$ cat src/rtl/fpc_pkg.sv
package fpc_pkg;
  localparam int DP_EXP_W  = 11;
  localparam int DP_FRAC_W = 52;

  typedef logic [3:0] cc_t;
  localparam cc_t CC_LT    = 4'h8;
  localparam cc_t CC_GT    = 4'h4;
  localparam cc_t CC_EQ    = 4'h2;
  localparam cc_t CC_UNORD = 4'h1;

  typedef struct packed {
    logic is_nan;
    logic is_snan;
    logic is_zero;
  } opclass_t;
endpackage

$ cat src/rtl/fpc_classify.sv
module fpc_classify
  import fpc_pkg::*;
#(
  parameter int EXP_W  = DP_EXP_W,
  parameter int FRAC_W = DP_FRAC_W
) (
  input  logic [EXP_W+FRAC_W:0] word_i,
  output opclass_t              cls_o
);
  localparam int MAG_W = EXP_W + FRAC_W;

  function automatic opclass_t classify(input logic [MAG_W:0] w);
    opclass_t   c;
    logic       exp_ones;
    logic       frac_nz;
    exp_ones  = &w[MAG_W-1:FRAC_W];
    frac_nz   = |w[FRAC_W-1:0];
    c.is_nan  = exp_ones && frac_nz;
    c.is_snan = exp_ones && frac_nz && !w[FRAC_W-1];
    c.is_zero = ~|w[MAG_W-1:0];
    return c;
  endfunction

  assign cls_o = classify(word_i);
endmodule

$ cat src/rtl/fpc_relation.sv
module fpc_relation
  import fpc_pkg::*;
#(
  parameter int EXP_W  = DP_EXP_W,
  parameter int FRAC_W = DP_FRAC_W
) (
  input  logic [EXP_W+FRAC_W:0] a_i,
  input  logic [EXP_W+FRAC_W:0] b_i,
  input  opclass_t              cls_a_i,
  input  opclass_t              cls_b_i,
  output cc_t                   cc_o,
  output logic                  unord_o
);
  localparam int WORD_W = 1 + EXP_W + FRAC_W;

  // Monotonic key: negative values flip all bits, positive ones flip sign.
  function automatic logic [WORD_W-1:0] order_key(input logic [WORD_W-1:0] w);
    return w[WORD_W-1] ? ~w : {1'b1, w[WORD_W-2:0]};
  endfunction

  function automatic cc_t relate(input logic [WORD_W-1:0] a, input logic [WORD_W-1:0] b,
                                 input opclass_t ca, input opclass_t cb);
    logic [WORD_W-1:0] ka;
    logic [WORD_W-1:0] kb;
    ka = order_key(a);
    kb = order_key(b);
    if (ca.is_nan || cb.is_nan)          return CC_UNORD;
    else if (ca.is_zero && cb.is_zero)   return CC_EQ;
    else if (ka < kb)                    return CC_LT;
    else if (ka > kb)                    return CC_GT;
    else                                 return CC_EQ;
  endfunction

  assign cc_o    = relate(a_i, b_i, cls_a_i, cls_b_i);
  assign unord_o = cls_a_i.is_nan || cls_b_i.is_nan;
endmodule

$ cat src/rtl/fpc_status.sv
module fpc_status
  import fpc_pkg::*;
(
  input  logic clk,
  input  logic rst_n,
  input  logic upd_i,
  input  logic clr_i,
  input  logic ordered_i,
  input  logic inv_en_i,
  input  logic unord_i,
  input  logic snan_seen_i,
  input  cc_t  cc_i,
  output cc_t  field_o,
  output logic sum_o,
  output logic snan_o,
  output logic cmp_o
);
  logic ev_set_sum;
  logic ev_set_snan;
  logic ev_set_cmp;

  assign ev_set_sum  = upd_i && unord_i;
  assign ev_set_snan = upd_i && unord_i && (!ordered_i || snan_seen_i);
  assign ev_set_cmp  = upd_i && ordered_i && unord_i && (!snan_seen_i || !inv_en_i);

  always_ff @(posedge clk) begin
    if (!rst_n || clr_i) begin
      field_o <= '0;
      sum_o   <= 1'b0;
      snan_o  <= 1'b0;
      cmp_o   <= 1'b0;
    end else if (upd_i) begin
      field_o <= cc_i;
      if (ordered_i) sum_o <= ev_set_sum;
      else if (ev_set_sum) sum_o <= 1'b1;
      if (ev_set_snan) snan_o <= 1'b1;
      if (ev_set_cmp)  cmp_o  <= 1'b1;
    end
  end

  AST_STICKY_SNAN: assert property (@(posedge clk) disable iff (!rst_n)
    !$past(clr_i) && $past(snan_o) |-> snan_o);
  AST_STICKY_CMP: assert property (@(posedge clk) disable iff (!rst_n)
    !$past(clr_i) && $past(cmp_o) |-> cmp_o);
  AST_CLEAR_WINS: assert property (@(posedge clk) disable iff (!rst_n)
    clr_i |=> (field_o == '0) && !sum_o && !snan_o && !cmp_o);
  AST_IDLE_HOLD: assert property (@(posedge clk) disable iff (!rst_n)
    !upd_i && !clr_i |=> $stable(field_o) && $stable(sum_o));
endmodule

$ cat src/rtl/fp_compare_unit.sv
module fp_compare_unit
  import fpc_pkg::*;
#(
  parameter int EXP_W  = DP_EXP_W,
  parameter int FRAC_W = DP_FRAC_W
) (
  input  logic                        clk,
  input  logic                        rst_n,
  input  logic                        op_valid,
  input  logic                        ordered_mode,
  input  logic                        inv_enable,
  input  logic                        status_clear,
  input  logic [EXP_W+FRAC_W:0]       opnd_a,
  input  logic [EXP_W+FRAC_W:0]       opnd_b,
  output logic                        res_valid,
  output logic [3:0]                  cond_code,
  output logic [3:0]                  cond_field,
  output logic                        sum_invalid,
  output logic                        snan_invalid,
  output logic                        cmp_invalid
);
  localparam int WORD_W = 1 + EXP_W + FRAC_W;
  localparam int N_OPND = 2;

  logic [WORD_W-1:0] opnd [N_OPND];
  opclass_t          cls  [N_OPND];
  logic [N_OPND-1:0] snan_vec;
  logic              snan_seen;
  logic              unord_now;
  cc_t               cc_next;

  assign opnd[0] = opnd_a;
  assign opnd[1] = opnd_b;

  for (genvar g = 0; g < N_OPND; g++) begin : g_cls
    fpc_classify #(.EXP_W(EXP_W), .FRAC_W(FRAC_W)) u_cls (
      .word_i (opnd[g]),
      .cls_o  (cls[g])
    );
    assign snan_vec[g] = cls[g].is_snan;
  end

  assign snan_seen = |snan_vec;

  fpc_relation #(.EXP_W(EXP_W), .FRAC_W(FRAC_W)) u_rel (
    .a_i     (opnd[0]),
    .b_i     (opnd[1]),
    .cls_a_i (cls[0]),
    .cls_b_i (cls[1]),
    .cc_o    (cc_next),
    .unord_o (unord_now)
  );

  always_ff @(posedge clk) begin
    if (!rst_n) begin
      res_valid <= 1'b0;
      cond_code <= '0;
    end else begin
      res_valid <= op_valid;
      if (op_valid) cond_code <= cc_next;
    end
  end

  fpc_status u_stat (
    .clk         (clk),
    .rst_n       (rst_n),
    .upd_i       (op_valid),
    .clr_i       (status_clear),
    .ordered_i   (ordered_mode),
    .inv_en_i    (inv_enable),
    .unord_i     (unord_now),
    .snan_seen_i (snan_seen),
    .cc_i        (cc_next),
    .field_o     (cond_field),
    .sum_o       (sum_invalid),
    .snan_o      (snan_invalid),
    .cmp_o       (cmp_invalid)
  );

  AST_CC_ONEHOT: assert property (@(posedge clk) disable iff (!rst_n)
    res_valid |-> $countones(cond_code) == 1);
  AST_VALID_LATENCY: assert property (@(posedge clk) disable iff (!rst_n)
    op_valid |=> res_valid);
  AST_FIELD_COPY: assert property (@(posedge clk) disable iff (!rst_n)
    res_valid && !$past(status_clear) |-> cond_field == cond_code);
  AST_UNORD_SUM: assert property (@(posedge clk) disable iff (!rst_n)
    res_valid && cond_code == CC_UNORD && !$past(status_clear) |-> sum_invalid);
  AST_QUIET_SNAN: assert property (@(posedge clk) disable iff (!rst_n)
    res_valid && !$past(ordered_mode) && cond_code == CC_UNORD && !$past(status_clear)
      |-> snan_invalid);
  AST_ORD_SUM_CLEAR: assert property (@(posedge clk) disable iff (!rst_n)
    res_valid && $past(ordered_mode) && cond_code != CC_UNORD |-> !sum_invalid);
  AST_ORD_VXC: assert property (@(posedge clk) disable iff (!rst_n)
    res_valid && $past(ordered_mode) && !$past(inv_enable) && cond_code == CC_UNORD
      && !$past(status_clear) |-> cmp_invalid);
  AST_SNAN_IMPLIES_NAN: assert property (@(posedge clk) disable iff (!rst_n)
    op_valid && snan_seen |=> cond_code == CC_UNORD);
endmodule

$ cat config.mk
export PLATFORM = sky130hd
export DESIGN_NAME = fp_compare_unit
export DESIGN_NICKNAME = d
export VERILOG_FILES = /design/src/rtl/fpc_pkg.sv /design/src/rtl/fpc_classify.sv /design/src/rtl/fpc_relation.sv /design/src/rtl/fpc_status.sv /design/src/rtl/fp_compare_unit.sv
export SDC_FILE = /design/constraint.sdc
export NUM_CORES = 1
export LEC_CHECK = 0
export BUFFER_PORTS_ARGS = -buffer_cell sky130_fd_sc_hd__buf_4
export CAP_MARGIN = 40
export CELL_PAD_IN_SITES_DETAIL_PLACEMENT = 2
export CELL_PAD_IN_SITES_GLOBAL_PLACEMENT = 2
export CORE_MARGIN = 3
export CORE_UTILIZATION = 29
export CTS_CLUSTER_DIAMETER = 40
export DETAILED_ROUTE_END_ITERATION = 6
export PLACE_DENSITY = 0.86
export SKIP_LAST_GASP = 1
export SLEW_MARGIN = 25
export SYNTH_ARGS = -nofsm -noshare
export SYNTH_HDL_FRONTEND = slang
export SYNTH_SLANG_ARGS = --single-unit
$ cat constraint.sdc
create_clock -name clk -period 5.7 [get_ports clk]
set_input_delay 0.855 -clock clk [delete_from_list [all_inputs] [get_ports clk]]
set_output_delay 0.855 -clock clk [all_outputs]
set_load 0.02 [all_outputs]
==> metrics.txt, run 1 <==
worst slew margin relative to its limit 54.3%; hold buffer count at CTS 0; number of buffers on the longest clock path 2; RSZ-0062 raised after global routing false; first-iteration detailed-routing DRC count 71; ANT cells 0; net count after synthesis ~610; Post-Route Setup TNS 0 ps; netlist area before placement 3380 sq um; fraction of final layout cells sized beyond drive strength 1 28.6%; IO Pins 146; flops & latches, synth 12; total of fill cells in the finished design 1269; cell area power density 136 nW/um^2; r2r setup slk ~4800 ps; area added between synthesis and finish 39.3%; switching share of power 40.3%; measured slew at the worst slew-check pin 681 ps; mean area per synthesized cell 8.16 sq um; proportion of synthesized flip-flops having asynchronous set or reset 0%; Avg Vias per Cell 5.54; H-tree levels 1; achievable clock frequency 256 MHz; leading cell types in the layout, fill and taps excluded sky130_fd_sc_hd__buf_4, sky130_fd_sc_hd__ha_1, sky130_fd_sc_hd__xor2_1, sky130_fd_sc_hd__xnor2_1, sky130_fd_sc_hd__nor4_1; Yosys warning total 0; P_int 0.383 mW; total overflow reported by the global router 0; source-to-sink clock delay at the later pin of the worst-skew pair 240 ps; DRC violation count after routing 0; number of buffers inserted during clock tree synthesis 3; CTS clock-pin slew for the worst setup and hold paths about 40 ps; worst slack at placement around 1600 ps; static leakage between 2 and 2.5 nW; post-layout min period 3900 ps; starting utilization of the core area 30.4%; sequential share of power ~14%; row count 38; launch point of the worst reg-to-reg path cond_code[1]; Vert. Die Dim 114 microns; Synth Flop Type sky130_fd_sc_hd__dfxtp_1; area enclosed by the die boundary 13000 sq um; number of hold violations in the final report 0; Reg2Reg Depth 3; Worst setup SP type primary input; critical path endpoint cond_code[3]; Core Util, Final 42.3%; Finish-stage setup viols 0; drt pass-1 iters 4; status completed; Max-cap violations 0; slack of the critical path 1800 ps; first-pass GRT wire length 22900 microns; Worst Skew 0 ps; Post-DP HPWL ~13000 microns; worst endpoint required time roughly 5800 ps; overall fraction of global-route tracks in use 21.8%; mean routed wirelength per cell between 20 and 25 microns; launching instance or port of the critical path opnd_b[63]; maximum fanout encountered on the critical timing path 34; worst ir drop on vdd 84.0 uV; initial antenna violation count 0; most frequent standard cell in the layout excluding fill and tap cells sky130_fd_sc_hd__buf_4; sequential share of the synthesized area 7.11%; count of port buffers added during placement 145; largest net degree at the start of global routing 57; Post-CTS Setup Inserts 0; remaining antenna violation count 0; kind of critical path in -> reg; switching power summed over all nets approximately 0.26 mW; overall routed net length 14500 microns; final slew viol count 0; signal arrival time at the worst endpoint 4030 ps; clock share of power 19.5%; Synth cell types 49; clock tree from TritonCTS yes; overall power after layout 0.641 mW; floorplan die width around 110 microns; class of the most critical hold timing path reg -> reg; vias 3810; placer congestion estimate 0.844; Num Clock Sinks 12; worst hold slack after final layout 460 ps; end of the worst register-to-register path cond_code[1]; Synth Instances 414; number of nets at the end of the flow between 700 and 800; EDFF count, synth 0; share of total power in combinational logic 66.5%; CORE AREA between 10000 and 15000 sq um; via count of the first global-routing pass 4471; critical path capture point type flop; master cell of the clock root buffer sky130_fd_sc_hd__clkbuf_16; number of resized instances in the post-cts repair step 0; crit share post-route 68.4%
power groups by stage:
stage               sequential, mW  clock (mW)  combinational, mW
floorplan                   0.0939           0              0.233
global placement            0.0909           0              0.386
detailed placement          0.0911           0              0.423
CTS                         0.0899       0.127              0.427
global route                0.0901       0.131              0.475
finish                      0.0899       0.125              0.426
kinds of logic after synthesis:
logic type / count (synthesis) / synth area share, %
XOR/XNOR: 126 / 32.7
AND/OR/NAND/NOR: 123 / 21.6
AO/OA/AOI/OAI: 66 / 12.3
adder cells (fa/ha/maj): 64 / 23.7
buffers and inverters: 23 / 2.59
flip-flops: 12 / 7.11
stage by stage:
| step | cell area, sq um | std cells |
|---|---|---|
| global placement | 4580 | 683 |
| CTS | 4680 | 687 |
| global route | 4710 | 688 |
| finish | 4710 | 688 |
| floorplan | 3380 | 414 |
| detailed placement | 4600 | 684 |
area by class of cell:
class / count / area [sq um] / area share [%]
clock buffers: 3 / 75.1 / 1.59
inverters: 6 / 22.5 / 0.478
multi-input cells: 379 / 3050 / 64.8
flip-flops and latches: 12 / 240 / 5.10
well taps: 140 / 175 / 3.72
repair buffers: 148 / 1140 / 24.3
Yosys cell counts, types with 2 or more instances:
master                     instances  area, sq um
sky130_fd_sc_hd__a31oi_1           2         12.5
sky130_fd_sc_hd__or4_1             4         30.0
sky130_fd_sc_hd__clkbuf_1          9         33.8
sky130_fd_sc_hd__o21a_1            3         22.5
sky130_fd_sc_hd__and4_1            4         35.0
sky130_fd_sc_hd__nand3b_1          2         15.0
sky130_fd_sc_hd__a21o_1            3         22.5
sky130_fd_sc_hd__and3b_1           2         17.5
sky130_fd_sc_hd__a21boi_0          2         15.0
sky130_fd_sc_hd__ha_1             64          801
sky130_fd_sc_hd__nor2b_1           2         12.5
sky130_fd_sc_hd__xnor2_1          63          552
sky130_fd_sc_hd__o22ai_1           2         12.5
sky130_fd_sc_hd__buf_1             7         26.3
sky130_fd_sc_hd__o21ai_0           9         45.0
sky130_fd_sc_hd__and3_1            4         25.0
sky130_fd_sc_hd__inv_1             6         22.5
sky130_fd_sc_hd__a21oi_1          27          135
sky130_fd_sc_hd__nand3_1          15         75.1
sky130_fd_sc_hd__nor3_1            3         15.0
sky130_fd_sc_hd__o21ai_1           4         20.0
sky130_fd_sc_hd__dfxtp_1          12          240
sky130_fd_sc_hd__nor4_1           34          213
sky130_fd_sc_hd__nor2_1            5         18.8
sky130_fd_sc_hd__xor2_1           63          552
sky130_fd_sc_hd__nand4_1          22          138
sky130_fd_sc_hd__nor3b_1           2         15.0
sky130_fd_sc_hd__nand2_1          18         67.6
worst min path at each step:
stage	end	cells past startpoint	slack (ps)	start
floorplan	u_stat.snan_o	2	520	u_stat.snan_o
global placement	u_stat.snan_o	2	450	u_stat.snan_o
detailed placement	u_stat.snan_o	2	450	u_stat.snan_o
CTS	u_stat.snan_o	2	460	u_stat.snan_o
global route	u_stat.snan_o	2	500	u_stat.snan_o
finish	u_stat.snan_o	2	460	u_stat.snan_o
critical path, cell delays in order:
cell and delay, ps:
sky130_fd_sc_hd__buf_4 450, sky130_fd_sc_hd__buf_12 310, sky130_fd_sc_hd__xnor2_1 110, sky130_fd_sc_hd__ha_1 310
sky130_fd_sc_hd__nand4_1 120, sky130_fd_sc_hd__nor3_1 600, sky130_fd_sc_hd__nand4_1 250, sky130_fd_sc_hd__or4_4 540
sky130_fd_sc_hd__o21a_4 230, sky130_fd_sc_hd__a41o_1 210
state kept, by name, summed over array words and instances (netlist names):
signal	cells
u_stat.sum_o	1
u_stat.snan_o	1
cond_code	4
u_stat.cmp_o	1
res_valid	1
u_stat.field_o	4
layer usage:
| metal | global-route usage [%] | routed length [microns] | vias up |
|---|---|---|---|
| met5 | 0 | 0 | - |
| met4 | 5.86 | 337 | 0 |
| met3 | 1.49 | 574 | 24 |
| met2 | 43.2 | 7910 | 119 |
| met1 | 24.8 | 5720 | 1855 |
| li1 | - | - | 1812 |
Note: power is estimated with default switching activity, not from simulation.
==> inputs of run 2 (changes only) <==
--- a/config.mk
+++ b/config.mk
@@ -5,15 +5,16 @@
 export SDC_FILE = /design/constraint.sdc
 export NUM_CORES = 1
 export LEC_CHECK = 0
+export ABC_AREA = 1
 export BUFFER_PORTS_ARGS = -buffer_cell sky130_fd_sc_hd__buf_4
 export CAP_MARGIN = 40
 export CELL_PAD_IN_SITES_DETAIL_PLACEMENT = 2
 export CELL_PAD_IN_SITES_GLOBAL_PLACEMENT = 2
 export CORE_MARGIN = 3
-export CORE_UTILIZATION = 29
+export CORE_UTILIZATION = 24
 export CTS_CLUSTER_DIAMETER = 40
 export DETAILED_ROUTE_END_ITERATION = 6
-export PLACE_DENSITY = 0.86
+export PLACE_DENSITY = 0.78
 export SKIP_LAST_GASP = 1
 export SLEW_MARGIN = 25
 export SYNTH_ARGS = -nofsm -noshare
==> constraint.sdc (replaced) <==
create_clock -name clk -period 3.3 [get_ports clk]
set_input_delay 0.495 -clock clk [delete_from_list [all_inputs] [get_ports clk]]
set_output_delay 0.495 -clock clk [all_outputs]
set_load 0.02 [all_outputs]
==> metrics.txt, run 2 <==
library cell occupying the most area in the post-synthesis netlist sky130_fd_sc_hd__ha_1; final slew viol count 0 (unchanged); class of the most critical hold timing path in -> reg; signal arrival time at the worst endpoint 2850 ps (-1180 ps); starting utilization of the core area 24.8% (-5.6 points); netlist area before placement 3810 sq um (+13%); worst slew margin relative to its limit 68.2% (+14 points); r2r setup slk 2640 ps (-2190 ps); master cell of the clock root buffer sky130_fd_sc_hd__clkbuf_16; Worst Min Path Start rst_n; Synth Flop Type sky130_fd_sc_hd__dfxtp_1; largest net degree at the start of global routing 28 (-51%); status completed; leading cell types in the layout, fill and taps excluded sky130_fd_sc_hd__buf_4, sky130_fd_sc_hd__nand2_1, sky130_fd_sc_hd__nor2_1; number of resized instances in the post-cts repair step 0 (unchanged); Yosys warning total 0 (unchanged); number of hold violations in the final report 0 (unchanged); Post-CTS Setup Inserts 0 (unchanged); Max-cap violations 0 (unchanged); worst slack at placement 352 ps (-1280 ps); achievable clock frequency 373 MHz; slack of the critical path 618 ps (-1180 ps); critical path capture point type flop; Synth cell types 28 (-43%); sequential share of the synthesized area 6.31% (-0.80 points); dominant cells by area after synthesis sky130_fd_sc_hd__ha_1, sky130_fd_sc_hd__xnor2_1, sky130_fd_sc_hd__xor2_1; Post-Route Setup TNS 0 ps (unchanged); top cell type's share of synthesized area 21.0% (-2.7 points); post-layout min period ~2700 ps; number of nets at the end of the flow 919 (+23%); Synth Instances 579 (+40%); worst ir drop on vdd 119 uV (+42%); overall routed net length 14100 microns (-2.7%); cell area power density 215 nW/um^2 (+58%); H-tree levels 1 (unchanged); overall fraction of global-route tracks in use 16.0% (-5.8 points); hold buffer count at CTS 0 (unchanged); Worst setup SP type primary input; worst endpoint required time 3460 ps (-2360 ps); Avg Vias per Cell 4.53 (-18%); first-iteration detailed-routing DRC count 69 (-2.8%); flops & latches, synth 12 (unchanged); vias 4216 (+11%); instance count along the most critical hold path 3 (+1); Worst Skew 0 ps (unchanged); drt pass-1 iters 4 (unchanged); Finish-stage setup viols 0 (unchanged); most frequent standard cell in the layout excluding fill and tap cells sky130_fd_sc_hd__buf_4; Post-DP HPWL 13000 microns (+3.3%); EDFF count, synth 0 (unchanged); most frequent cell after synthesis sky130_fd_sc_hd__nand2_1; measured slew at the worst slew-check pin 477 ps (-204 ps); number of buffers inserted during clock tree synthesis 3 (unchanged); source-to-sink clock delay at the later pin of the worst-skew pair 230 ps (about the same); area enclosed by the die boundary 17400 sq um (+34%); fraction of final layout cells sized beyond drive strength 1 24.6% (-4.0 points); IO Pins 146 (unchanged); remaining antenna violation count 0 (unchanged); CORE AREA 15400 sq um (+38%); RSZ-0062 raised after global routing false; number of buffers on the longest clock path 2 (unchanged); mean routed wirelength per cell 15.2 microns (-28%); ANT cells 0 (unchanged); floorplan die width 132 microns (+16%); launch point of the worst reg-to-reg path u_stat.field_o[1]; via count of the first global-routing pass 4953 (+11%); Vert. Die Dim 132 microns (+16%); DRC violation count after routing 0 (unchanged); mean area per synthesized cell 6.58 sq um (-19%); Num Clock Sinks 12 (unchanged); static leakage 2.52 nW (+21%); area added between synthesis and finish 37.9%; Core Util, Final 34.2% (-8.1 points); terminating pin of the worst hold path res_valid; CTS clock-pin slew for the worst setup and hold paths 40 ps (about the same); total overflow reported by the global router 0 (unchanged); proportion of synthesized flip-flops having asynchronous set or reset 0% (unchanged); end of the worst register-to-register path u_stat.field_o[1]; net count after synthesis 777 (+27%); first-pass GRT wire length 23600 microns (+3.2%); maximum fanout encountered on the critical timing path 19 (-44%); Reg2Reg Depth 2 (-1); overall power after layout 1.13 mW (+76%); row count 45 (+18%); clock tree from TritonCTS yes; top cell types by occurrence after synthesis sky130_fd_sc_hd__nand2_1, sky130_fd_sc_hd__nor2_1, sky130_fd_sc_hd__ha_1, sky130_fd_sc_hd__xnor2_1, sky130_fd_sc_hd__xor2_1; initial antenna violation count 0 (unchanged); count of port buffers added during placement 145 (unchanged); placer congestion estimate 0.804 (-4.7%); crit share post-route 81.3%; largest registers cond_code x4, u_stat.field_o x4; kind of critical path in -> reg
==> run 2: cell count changes after synthesis, moves of 5 or more <==
cell,delta
sky130_fd_sc_hd__nor2_1,+87
sky130_fd_sc_hd__nor2_2,+12
sky130_fd_sc_hd__clkbuf_1,-7
sky130_fd_sc_hd__buf_1,-7
sky130_fd_sc_hd__a21oi_1,+8
sky130_fd_sc_hd__nand4_1,-5
sky130_fd_sc_hd__inv_1,+37
sky130_fd_sc_hd__nand3_1,-5
sky130_fd_sc_hd__nor4_1,-32
sky130_fd_sc_hd__buf_2,+11
sky130_fd_sc_hd__nand2_1,+104
==> run 2: cell type report <==
class / count / area [sq um]
Fill cell: 1873 / 10100
Multi-Input combinational cell: 509 / 3340
Timing Repair Buffer: 151 / 1170
Tap cell: 211 / 264
Sequential cell: 12 / 240
Inverter: 44 / 165
Clock buffer: 3 / 75.1
==> run 2: per-layer routing <==
metal | GRT usage, % | up-vias | wire length [microns]
met2 | 31.8 | 79 | 7580
met1 | 18.9 | 1992 | 6010
li1 | - | 2141 | -
met3 | 1.91 | 4 | 488
met5 | 0 | - | 0
met4 | 1.40 | 0 | 72
==> run 2: critical path: stages <==
cell                      delay, ps
sky130_fd_sc_hd__buf_4          300
sky130_fd_sc_hd__buf_4          260
sky130_fd_sc_hd__inv_1           60
sky130_fd_sc_hd__ha_1           300
sky130_fd_sc_hd__nand2_1         80
sky130_fd_sc_hd__nor2_1         150
sky130_fd_sc_hd__nand4_1        150
sky130_fd_sc_hd__nor2_1         290
sky130_fd_sc_hd__nand3_1        170
sky130_fd_sc_hd__nor2_1         140
sky130_fd_sc_hd__nor2_1          80
sky130_fd_sc_hd__nor2_2         130
sky130_fd_sc_hd__nand2_2         90
sky130_fd_sc_hd__a21oi_2        140
==> run 2: worst max path at each step <==
stage | slack, ps | to | from | cells after the start
6_report | 620 | u_stat.field_o[1] | opnd_a[63] | 14
5_1_grt | 420 | u_stat.field_o[1] | opnd_a[63] | 14
4_1_cts | 580 | u_stat.field_o[1] | opnd_a[63] | 14
3_5_place_dp | 350 | u_stat.field_o[1] | opnd_a[63] | 14
3_3_place_gp | 560 | u_stat.field_o[1] | opnd_a[63] | 14
2_1_floorplan | 820 | u_stat.field_o[1] | opnd_a[63] | 14
==> run 2: cells by family after synthesis <==
| family | after synthesis | synth area share [%] |
|---|---|---|
| AND/OR/NAND/NOR | 268 | 30.1 |
| XOR/XNOR | 126 | 29.0 |
| adder cells (fa/ha/maj) | 64 | 21.0 |
| buffers and inverters | 58 | 6.11 |
| AO/OA/AOI/OAI | 51 | 7.46 |
| flip-flops | 12 | 6.31 |
==> run 2: report_power, final <==
group | switching [mW] | internal (mW) | leakage (nW)
sequential | 0.00337 | 0.151 | 0.0977
clock | 0.0547 | 0.157 | 0.0370
combinational | 0.400 | 0.363 | 2.39
total | 0.458 | 0.671 | 2.52
==> run 2: metrics by stage <==
step                      hold WS (ps)  cells  cell area, sq um
after floorplan                    540    579              3810
after global placement             459    927              5180
after detailed placement           465    927              5180
after CTS                          472    930              5250
after global routing               482    930              5250
final                              470    930              5250
